--- config.mk ---
export PLATFORM = sky130hd
export DESIGN_NAME = oscmon_top
export DESIGN_NICKNAME = d
export VERILOG_FILES = /design/src/rtl/oscmon_pkg.sv /design/src/rtl/oscmon_sync.sv /design/src/rtl/oscmon_watch.sv /design/src/rtl/oscmon_regs.sv /design/src/rtl/oscmon_top.sv
export SDC_FILE = /design/constraint.sdc
export NUM_CORES = 1
export LEC_CHECK = 0
export ABC_AREA = 1
export BUFFER_PORTS_ARGS = -buffer_cell sky130_fd_sc_hd__buf_2
export CORE_UTILIZATION = 57
export CTS_CLUSTER_DIAMETER = 120
export CTS_CLUSTER_SIZE = 8
export DETAILED_ROUTE_END_ITERATION = 12
export MAX_ROUTING_LAYER = met4
export PLACE_DENSITY = 0.92
export SYNTH_ARGS = -nofsm -noshare
export SYNTH_HDL_FRONTEND = slang
export SYNTH_SLANG_ARGS = --single-unit
--- constraint.sdc ---
create_clock -name clk -period 3.7 [get_ports clk]
set_input_delay 0.74 -clock clk [delete_from_list [all_inputs] [get_ports clk]]
set_output_delay 0.74 -clock clk [all_outputs]
set_load 0.01 [all_outputs]
--- src/rtl/oscmon_pkg.sv ---
`timescale 1ns/1ps
package oscmon_pkg;

    localparam int KEY_W = 16;
    localparam logic [KEY_W-1:0] UNLOCK_KEY = 16'h0096;

    localparam int unsigned ADDR_KEY   = 0;
    localparam int unsigned ADDR_CTRL  = 1;
    localparam int unsigned ADDR_FLAGS = 2;

    localparam int BIT_OSC_EN  = 0;
    localparam int BIT_DET_EN  = 1;
    localparam int BIT_RST_EN  = 2;
    localparam int BIT_STOP_IE = 3;

    localparam int BIT_STABLE = 0;
    localparam int BIT_STOP   = 1;

    typedef struct packed {
        logic stop_ie;
        logic restart_en;
        logic detect_en;
        logic osc_enable;
    } ctrl_t;

    typedef struct packed {
        logic stop;
        logic stable;
    } flags_t;

    function automatic ctrl_t ctrl_merge(ctrl_t cur, logic [3:0] wd, logic unlocked);
        ctrl_t nxt;
        nxt.osc_enable = wd[BIT_OSC_EN];
        nxt.stop_ie    = wd[BIT_STOP_IE];
        nxt.detect_en  = unlocked ? wd[BIT_DET_EN] : cur.detect_en;
        nxt.restart_en = unlocked ? wd[BIT_RST_EN] : cur.restart_en;
        return nxt;
    endfunction

endpackage

--- src/rtl/oscmon_sync.sv ---
`timescale 1ns/1ps
module oscmon_sync #(
    parameter int STAGES = 2
) (
    input  logic clk,
    input  logic rst,
    input  logic async_in,
    output logic rise,
    output logic toggle
);
    logic [STAGES-1:0] chain;
    logic              prev;

    for (genvar i = 0; i < STAGES; i++) begin : g_stage
        if (i == 0) begin : g_first
            always_ff @(posedge clk) begin
                if (rst) chain[i] <= 1'b0;
                else     chain[i] <= async_in;
            end
        end else begin : g_next
            always_ff @(posedge clk) begin
                if (rst) chain[i] <= 1'b0;
                else     chain[i] <= chain[i-1];
            end
        end
    end

    always_ff @(posedge clk) begin
        if (rst) prev <= 1'b0;
        else     prev <= chain[STAGES-1];
    end

    assign rise   = chain[STAGES-1] & ~prev;
    assign toggle = chain[STAGES-1] ^ prev;
endmodule

--- src/rtl/oscmon_watch.sv ---
`timescale 1ns/1ps
module oscmon_watch #(
    parameter int STOP_CYCLES  = 64,
    parameter int STABLE_EDGES = 256
) (
    input  logic clk,
    input  logic rst,
    input  logic mon_rise,
    input  logic mon_toggle,
    input  logic osc_enable,
    input  logic detect_en,
    input  logic restart_en,
    output logic stable,
    output logic stop_evt,
    output logic osc_restart
);
    localparam int IDLE_W = $clog2(STOP_CYCLES);
    localparam int EDGE_W = $clog2(STABLE_EDGES + 1);

    logic [IDLE_W-1:0] idle_cnt;
    logic [EDGE_W-1:0] edge_cnt;
    logic              armed;
    logic              restart_go;

    assign armed      = osc_enable & detect_en & stable;
    assign stop_evt   = armed & ~mon_toggle & (idle_cnt == IDLE_W'(STOP_CYCLES - 1));
    assign restart_go = stop_evt & restart_en;

    always_ff @(posedge clk) begin
        if (rst) begin
            edge_cnt <= '0;
            stable   <= 1'b0;
        end else if (!osc_enable || restart_go) begin
            edge_cnt <= '0;
            stable   <= 1'b0;
        end else if (!stable && mon_rise) begin
            edge_cnt <= edge_cnt + 1'b1;
            if (edge_cnt == EDGE_W'(STABLE_EDGES - 1)) stable <= 1'b1;
        end
    end

    always_ff @(posedge clk) begin
        if (rst)                                idle_cnt <= '0;
        else if (!armed || mon_toggle || stop_evt) idle_cnt <= '0;
        else                                    idle_cnt <= idle_cnt + 1'b1;
    end

    always_ff @(posedge clk) begin
        if (rst) osc_restart <= 1'b0;
        else     osc_restart <= restart_go;
    end
endmodule

--- src/rtl/oscmon_regs.sv ---
`timescale 1ns/1ps
module oscmon_regs
    import oscmon_pkg::*;
#(
    parameter int ADDR_W = 4,
    parameter int DATA_W = 16
) (
    input  logic              clk,
    input  logic              rst,
    input  logic [ADDR_W-1:0] bus_addr,
    input  logic [DATA_W-1:0] bus_wdata,
    input  logic              bus_we,
    input  logic              stable,
    input  logic              stop_evt,
    output logic [DATA_W-1:0] bus_rdata,
    output ctrl_t             ctrl,
    output logic              stop_flag,
    output logic              unlocked,
    output logic              irq
);
    logic [KEY_W-1:0] key_q;
    logic sel_key, sel_ctrl, sel_flags;
    flags_t flags;

    assign sel_key   = (bus_addr == ADDR_W'(ADDR_KEY));
    assign sel_ctrl  = (bus_addr == ADDR_W'(ADDR_CTRL));
    assign sel_flags = (bus_addr == ADDR_W'(ADDR_FLAGS));
    assign unlocked  = (key_q == UNLOCK_KEY);

    always_ff @(posedge clk) begin
        if (rst)                   key_q <= '0;
        else if (bus_we && sel_key) key_q <= bus_wdata[KEY_W-1:0];
    end

    always_ff @(posedge clk) begin
        if (rst)                    ctrl <= '0;
        else if (bus_we && sel_ctrl) ctrl <= ctrl_merge(ctrl, bus_wdata[3:0], unlocked);
    end

    always_ff @(posedge clk) begin
        if (rst)           stop_flag <= 1'b0;
        else if (stop_evt) stop_flag <= 1'b1;
        else if (bus_we && sel_flags && bus_wdata[BIT_STOP]) stop_flag <= 1'b0;
    end

    always_ff @(posedge clk) begin
        if (rst) irq <= 1'b0;
        else     irq <= stop_flag & ctrl.stop_ie;
    end

    always_comb begin
        flags.stop   = stop_flag;
        flags.stable = stable;
        bus_rdata    = '0;
        if (sel_key)        bus_rdata = DATA_W'(key_q);
        else if (sel_ctrl)  bus_rdata = DATA_W'(ctrl);
        else if (sel_flags) bus_rdata = DATA_W'(flags);
    end
endmodule

--- src/rtl/oscmon_top.sv ---
`timescale 1ns/1ps
module oscmon_top
    import oscmon_pkg::*;
#(
    parameter int ADDR_W       = 4,
    parameter int DATA_W       = 16,
    parameter int SYNC_STAGES  = 2,
    parameter int STOP_CYCLES  = 64,
    parameter int STABLE_EDGES = 256
) (
    input  logic              clk,
    input  logic              rst,
    input  logic              mon_clk,
    input  logic [ADDR_W-1:0] bus_addr,
    input  logic [DATA_W-1:0] bus_wdata,
    input  logic              bus_we,
    output logic [DATA_W-1:0] bus_rdata,
    output logic              osc_en,
    output logic              osc_restart,
    output logic              irq
);
    ctrl_t ctrl;
    logic  mon_rise, mon_toggle;
    logic  stable, stop_evt, stop_flag, unlocked;

    oscmon_sync #(.STAGES(SYNC_STAGES)) sync_i (
        .clk(clk), .rst(rst), .async_in(mon_clk),
        .rise(mon_rise), .toggle(mon_toggle)
    );

    oscmon_watch #(.STOP_CYCLES(STOP_CYCLES), .STABLE_EDGES(STABLE_EDGES)) watch_i (
        .clk(clk), .rst(rst),
        .mon_rise(mon_rise), .mon_toggle(mon_toggle),
        .osc_enable(ctrl.osc_enable), .detect_en(ctrl.detect_en),
        .restart_en(ctrl.restart_en),
        .stable(stable), .stop_evt(stop_evt), .osc_restart(osc_restart)
    );

    oscmon_regs #(.ADDR_W(ADDR_W), .DATA_W(DATA_W)) regs_i (
        .clk(clk), .rst(rst),
        .bus_addr(bus_addr), .bus_wdata(bus_wdata), .bus_we(bus_we),
        .stable(stable), .stop_evt(stop_evt),
        .bus_rdata(bus_rdata), .ctrl(ctrl), .stop_flag(stop_flag),
        .unlocked(unlocked), .irq(irq)
    );

    assign osc_en = ctrl.osc_enable;
endmodule

==> run metrics <==
run status completed; post-synthesis average cell area 7.36 um2; actual transition at the worst max-transition pin 0.294 ns; total of max-cap violations 0; antenna fix cells 0; Final Critical Period 2.35 ns; maximum resistive drop on vdd 218 uV; Resized Gates After CTS 0; cell-by-cell trace of the critical path buf_2 -> nor2_4 -> nand3_4 -> inv_4 -> nand2_1 -> o221ai_1 -> buf_2; leak pwr 0.932 nW; library cell used as clock root buffer clkbuf_4; number of rows created at floorplan 20; r2r setup slk 2.16 ns; clock tree from TritonCTS yes; number of buffers created by CTS 5; TritonCTS sink count 42; post-synthesis cell type count 29; Non-Filler Instances 347; net count after synthesis 287; highest-delay cell along the critical path nand3_4; WL final 3.71 mm; combined area of all synthesized cells 0.00191 mm2; Skew-Pair Late Insertion Delay 0.36 ns; tightest slew margin relative to the limit 0.804; HP Class reg -> reg; worst setup timing slack at the placement stage 1.33 ns; sequential share of the synthesized area 0.441; remaining antenna violation count 0; overall global routing resource usage 0.248; Mapped Cells 259; Setup Crit Path Kind in -> out; relative area change from synthesis to final layout 14.6%; area enclosed by the die boundary 0.00358 mm2; Worst Path Max Fanout 15; FF-to-FF path depth 6; number of placed instances, taps included 339; Buffers on Ports 42; r2r startpoint watch_i.edge_cnt[0]$_SDFFE_PP0N_; kind of end point of the critical path output pin; number of vias per cell 4.84; CTS Hold Buffers Added 0; final hold violation count 0; Critical path buffers and inverters 3; Setup Total Neg Slack 0 ns; Initial DRC Count 40; worst-case clock skew 0.0114 ns; Power Density 338 mW/mm2; first-pass GRT wire length 6.29 mm; Yosys reg bits 42; clock input transition at the sequential cells of the worst setup and hold paths 0.11 ns; Critical Path Most Common Cell buf_2; Die W 59.8 um; Largest stage delay, worst path 0.19 ns; Yosys warnings 0; count of filler cells inserted in the layout 298; estimated wirelength of the detail-placed design 2.83 mm; H-tree lvl count 2; die height 59.8 um; number of global-route vias before repair 1538; unrepaired setup endpoints after global routing false; Max Clock Freq 426 MHz; total count of max-transition violations in the final report 0; Initial Util 0.615; weighted congestion reported at the end of routability-driven placement 0.817; worst setup slack after layout 1.35 ns; crit path DAT 1.61 ns; number of buffers on the longest clock path 2; antenna violations before repair 0; area inside the core boundary 0.00310 mm2; Via Count 1678; endpoint of the worst-slack reg-to-reg timing path watch_i.edge_cnt[8]$_SDFFE_PP0N_; critical path required time 2.96 ns; layout cells sized above 1 0.201; final setup violating endpoints 0; ratio of final minimum period to clock period 0.635; cell taking the most area after synthesis dfxtp_1; category of cells accounting for the largest share of critical-path delay buffers and inverters; residual overflow from global routing 0; count of TritonRoute iterations in the first routing pass 4; worst setup path endpoint bus_rdata[1]; timing startpoint of the critical path bus_addr[3]; fraction of synthesized cell area taken by the top area cell type 0.441; DR WL/cell 10.7 um; setup fix buffers added after clock tree synthesis 0; Remaining DRCs 0; CP startpoint kind input pin; main area contributors after synthesis dfxtp_1 44%, nor2_1 9.4%, inv_1 8.5%; Worst path depth 7; largest net degree at the start of global routing 31; I/O Pins 43; nets 330
## report_power, final
part,total (mW),internal (mW),switching [mW]
clock network,0.232,0.0921,0.140
registers,0.460,0.457,0.00251
logic,0.0461,0.0180,0.0281
total,0.738,0.568,0.170
## cell usage after synthesis, drive strengths merged
| cell | number |
|---|---|
| xnor2 | 1 |
| o22ai | 2 |
| nor3 | 5 |
| nand3 | 11 |
| inv | 45 |
| a21oi | 25 |
| o221ai | 2 |
| nand3b | 1 |
| buf | 4 |
| xor2 | 6 |
| ha | 4 |
| nand4 | 2 |
| nor2 | 51 |
| clkbuf | 2 |
| o21ai | 17 |
| dfxtp | 42 |
| or2 | 1 |
| nand2 | 38 |
## logic make-up after synthesis
family                     count (synthesis)  share of synthesized area
DFF                                       42                      0.441
buffers and inverters                     51                      0.115
xor gates and xnor gates                   7                     0.0322
adders and majority gates                  4                     0.0262
and+or+nand+nor                          109                      0.260
AOI/OAI and AO/OA                         46                      0.126
## layer usage
metal	global-route usage	wire [um]
met1	0.279	1680
met2	0.416	1800
met3	0.0519	158
met4	0.120	72
met5	-	0
## sequential cells by signal, summed over array words and instances, names as in the netlist
name,cells
regs_i.irq,1
sync_i.chain,2
regs_i.stop_flag,1
regs_i.key_q,16
watch_i.osc_restart,1
sync_i.prev,1
watch_i.idle_cnt,6
regs_i.ctrl,4
watch_i.edge_cnt,9
watch_i.stable,1
## how the worst min path moves through the flow
stage | start | endpoint | slack [ns] | cells past startpoint
final | sync_i.chain[0]$_SDFF_PP0_ | sync_i.chain[1]$_SDFF_PP0_ | 0.42 | 2
after global routing | sync_i.chain[0]$_SDFF_PP0_ | sync_i.chain[1]$_SDFF_PP0_ | 0.46 | 2
after CTS | sync_i.chain[0]$_SDFF_PP0_ | sync_i.chain[1]$_SDFF_PP0_ | 0.42 | 2
after detailed placement | sync_i.chain[0]$_SDFF_PP0_ | sync_i.chain[1]$_SDFF_PP0_ | 0.40 | 2
after global placement | sync_i.chain[0]$_SDFF_PP0_ | sync_i.chain[1]$_SDFF_PP0_ | 0.39 | 2
after floorplan | sync_i.chain[0]$_SDFF_PP0_ | sync_i.chain[1]$_SDFF_PP0_ | 0.39 | 2
## worst register-to-register path: stages, from the launching register on
cell and delay (ns):
dfxtp_1 0.40, ha_1 0.22, nand4_1 0.10, nor2_1 0.11, ha_1 0.23, or2_2 0.29
a21oi_1 0.14
## layout by cell type (no fill, tap or decap), types with 2 or more instances in the layout
cell	synthesis	layout
nor2_1	48	48
inv_1	43	43
o22ai_1	2	2
o21ai_1	14	14
o221ai_1	2	2
xor2_1	6	6
ha_1	4	4
buf_2	1	42
nand4_1	2	2
nor3_1	2	2
nand2_1	36	36
a21oi_1	25	25
nor3_2	3	3
dfxtp_1	42	42
clkbuf_4	0	5
o21ai_0	3	3
nor2_4	2	2
nand3_1	10	10
## through the flow
| step | power [mW] | hold WS (ns) | area [um2] | utilization |
|---|---|---|---|---|
| 3_5_place_dp | 0.516 | 0.404 | 2120 | 0.685 |
| 5_1_grt | 0.769 | 0.460 | 2180 | 0.704 |
| 2_1_floorplan | 0.497 | 0.388 | 1910 | - |
| 3_3_place_gp | 0.515 | 0.391 | 2120 | 0.685 |
| 4_1_cts | 0.743 | 0.420 | 2180 | 0.704 |
| 6_report | 0.738 | 0.418 | 2180 | 0.704 |
## cell type report
| class | instances | area, um2 | share of cell area |
|---|---|---|---|
| clock inverter | 1 | 5.00 | 0.00229 |
| tap | 44 | 55.1 | 0.0252 |
| clock buffer | 7 | 55.1 | 0.0252 |
| multi-input combinational | 166 | 847 | 0.388 |
| timing repair buffer | 42 | 210 | 0.0962 |
| sequential | 42 | 841 | 0.385 |
| inverter | 45 | 171 | 0.0785 |
Note: power is estimated with default switching activity, not from simulation.
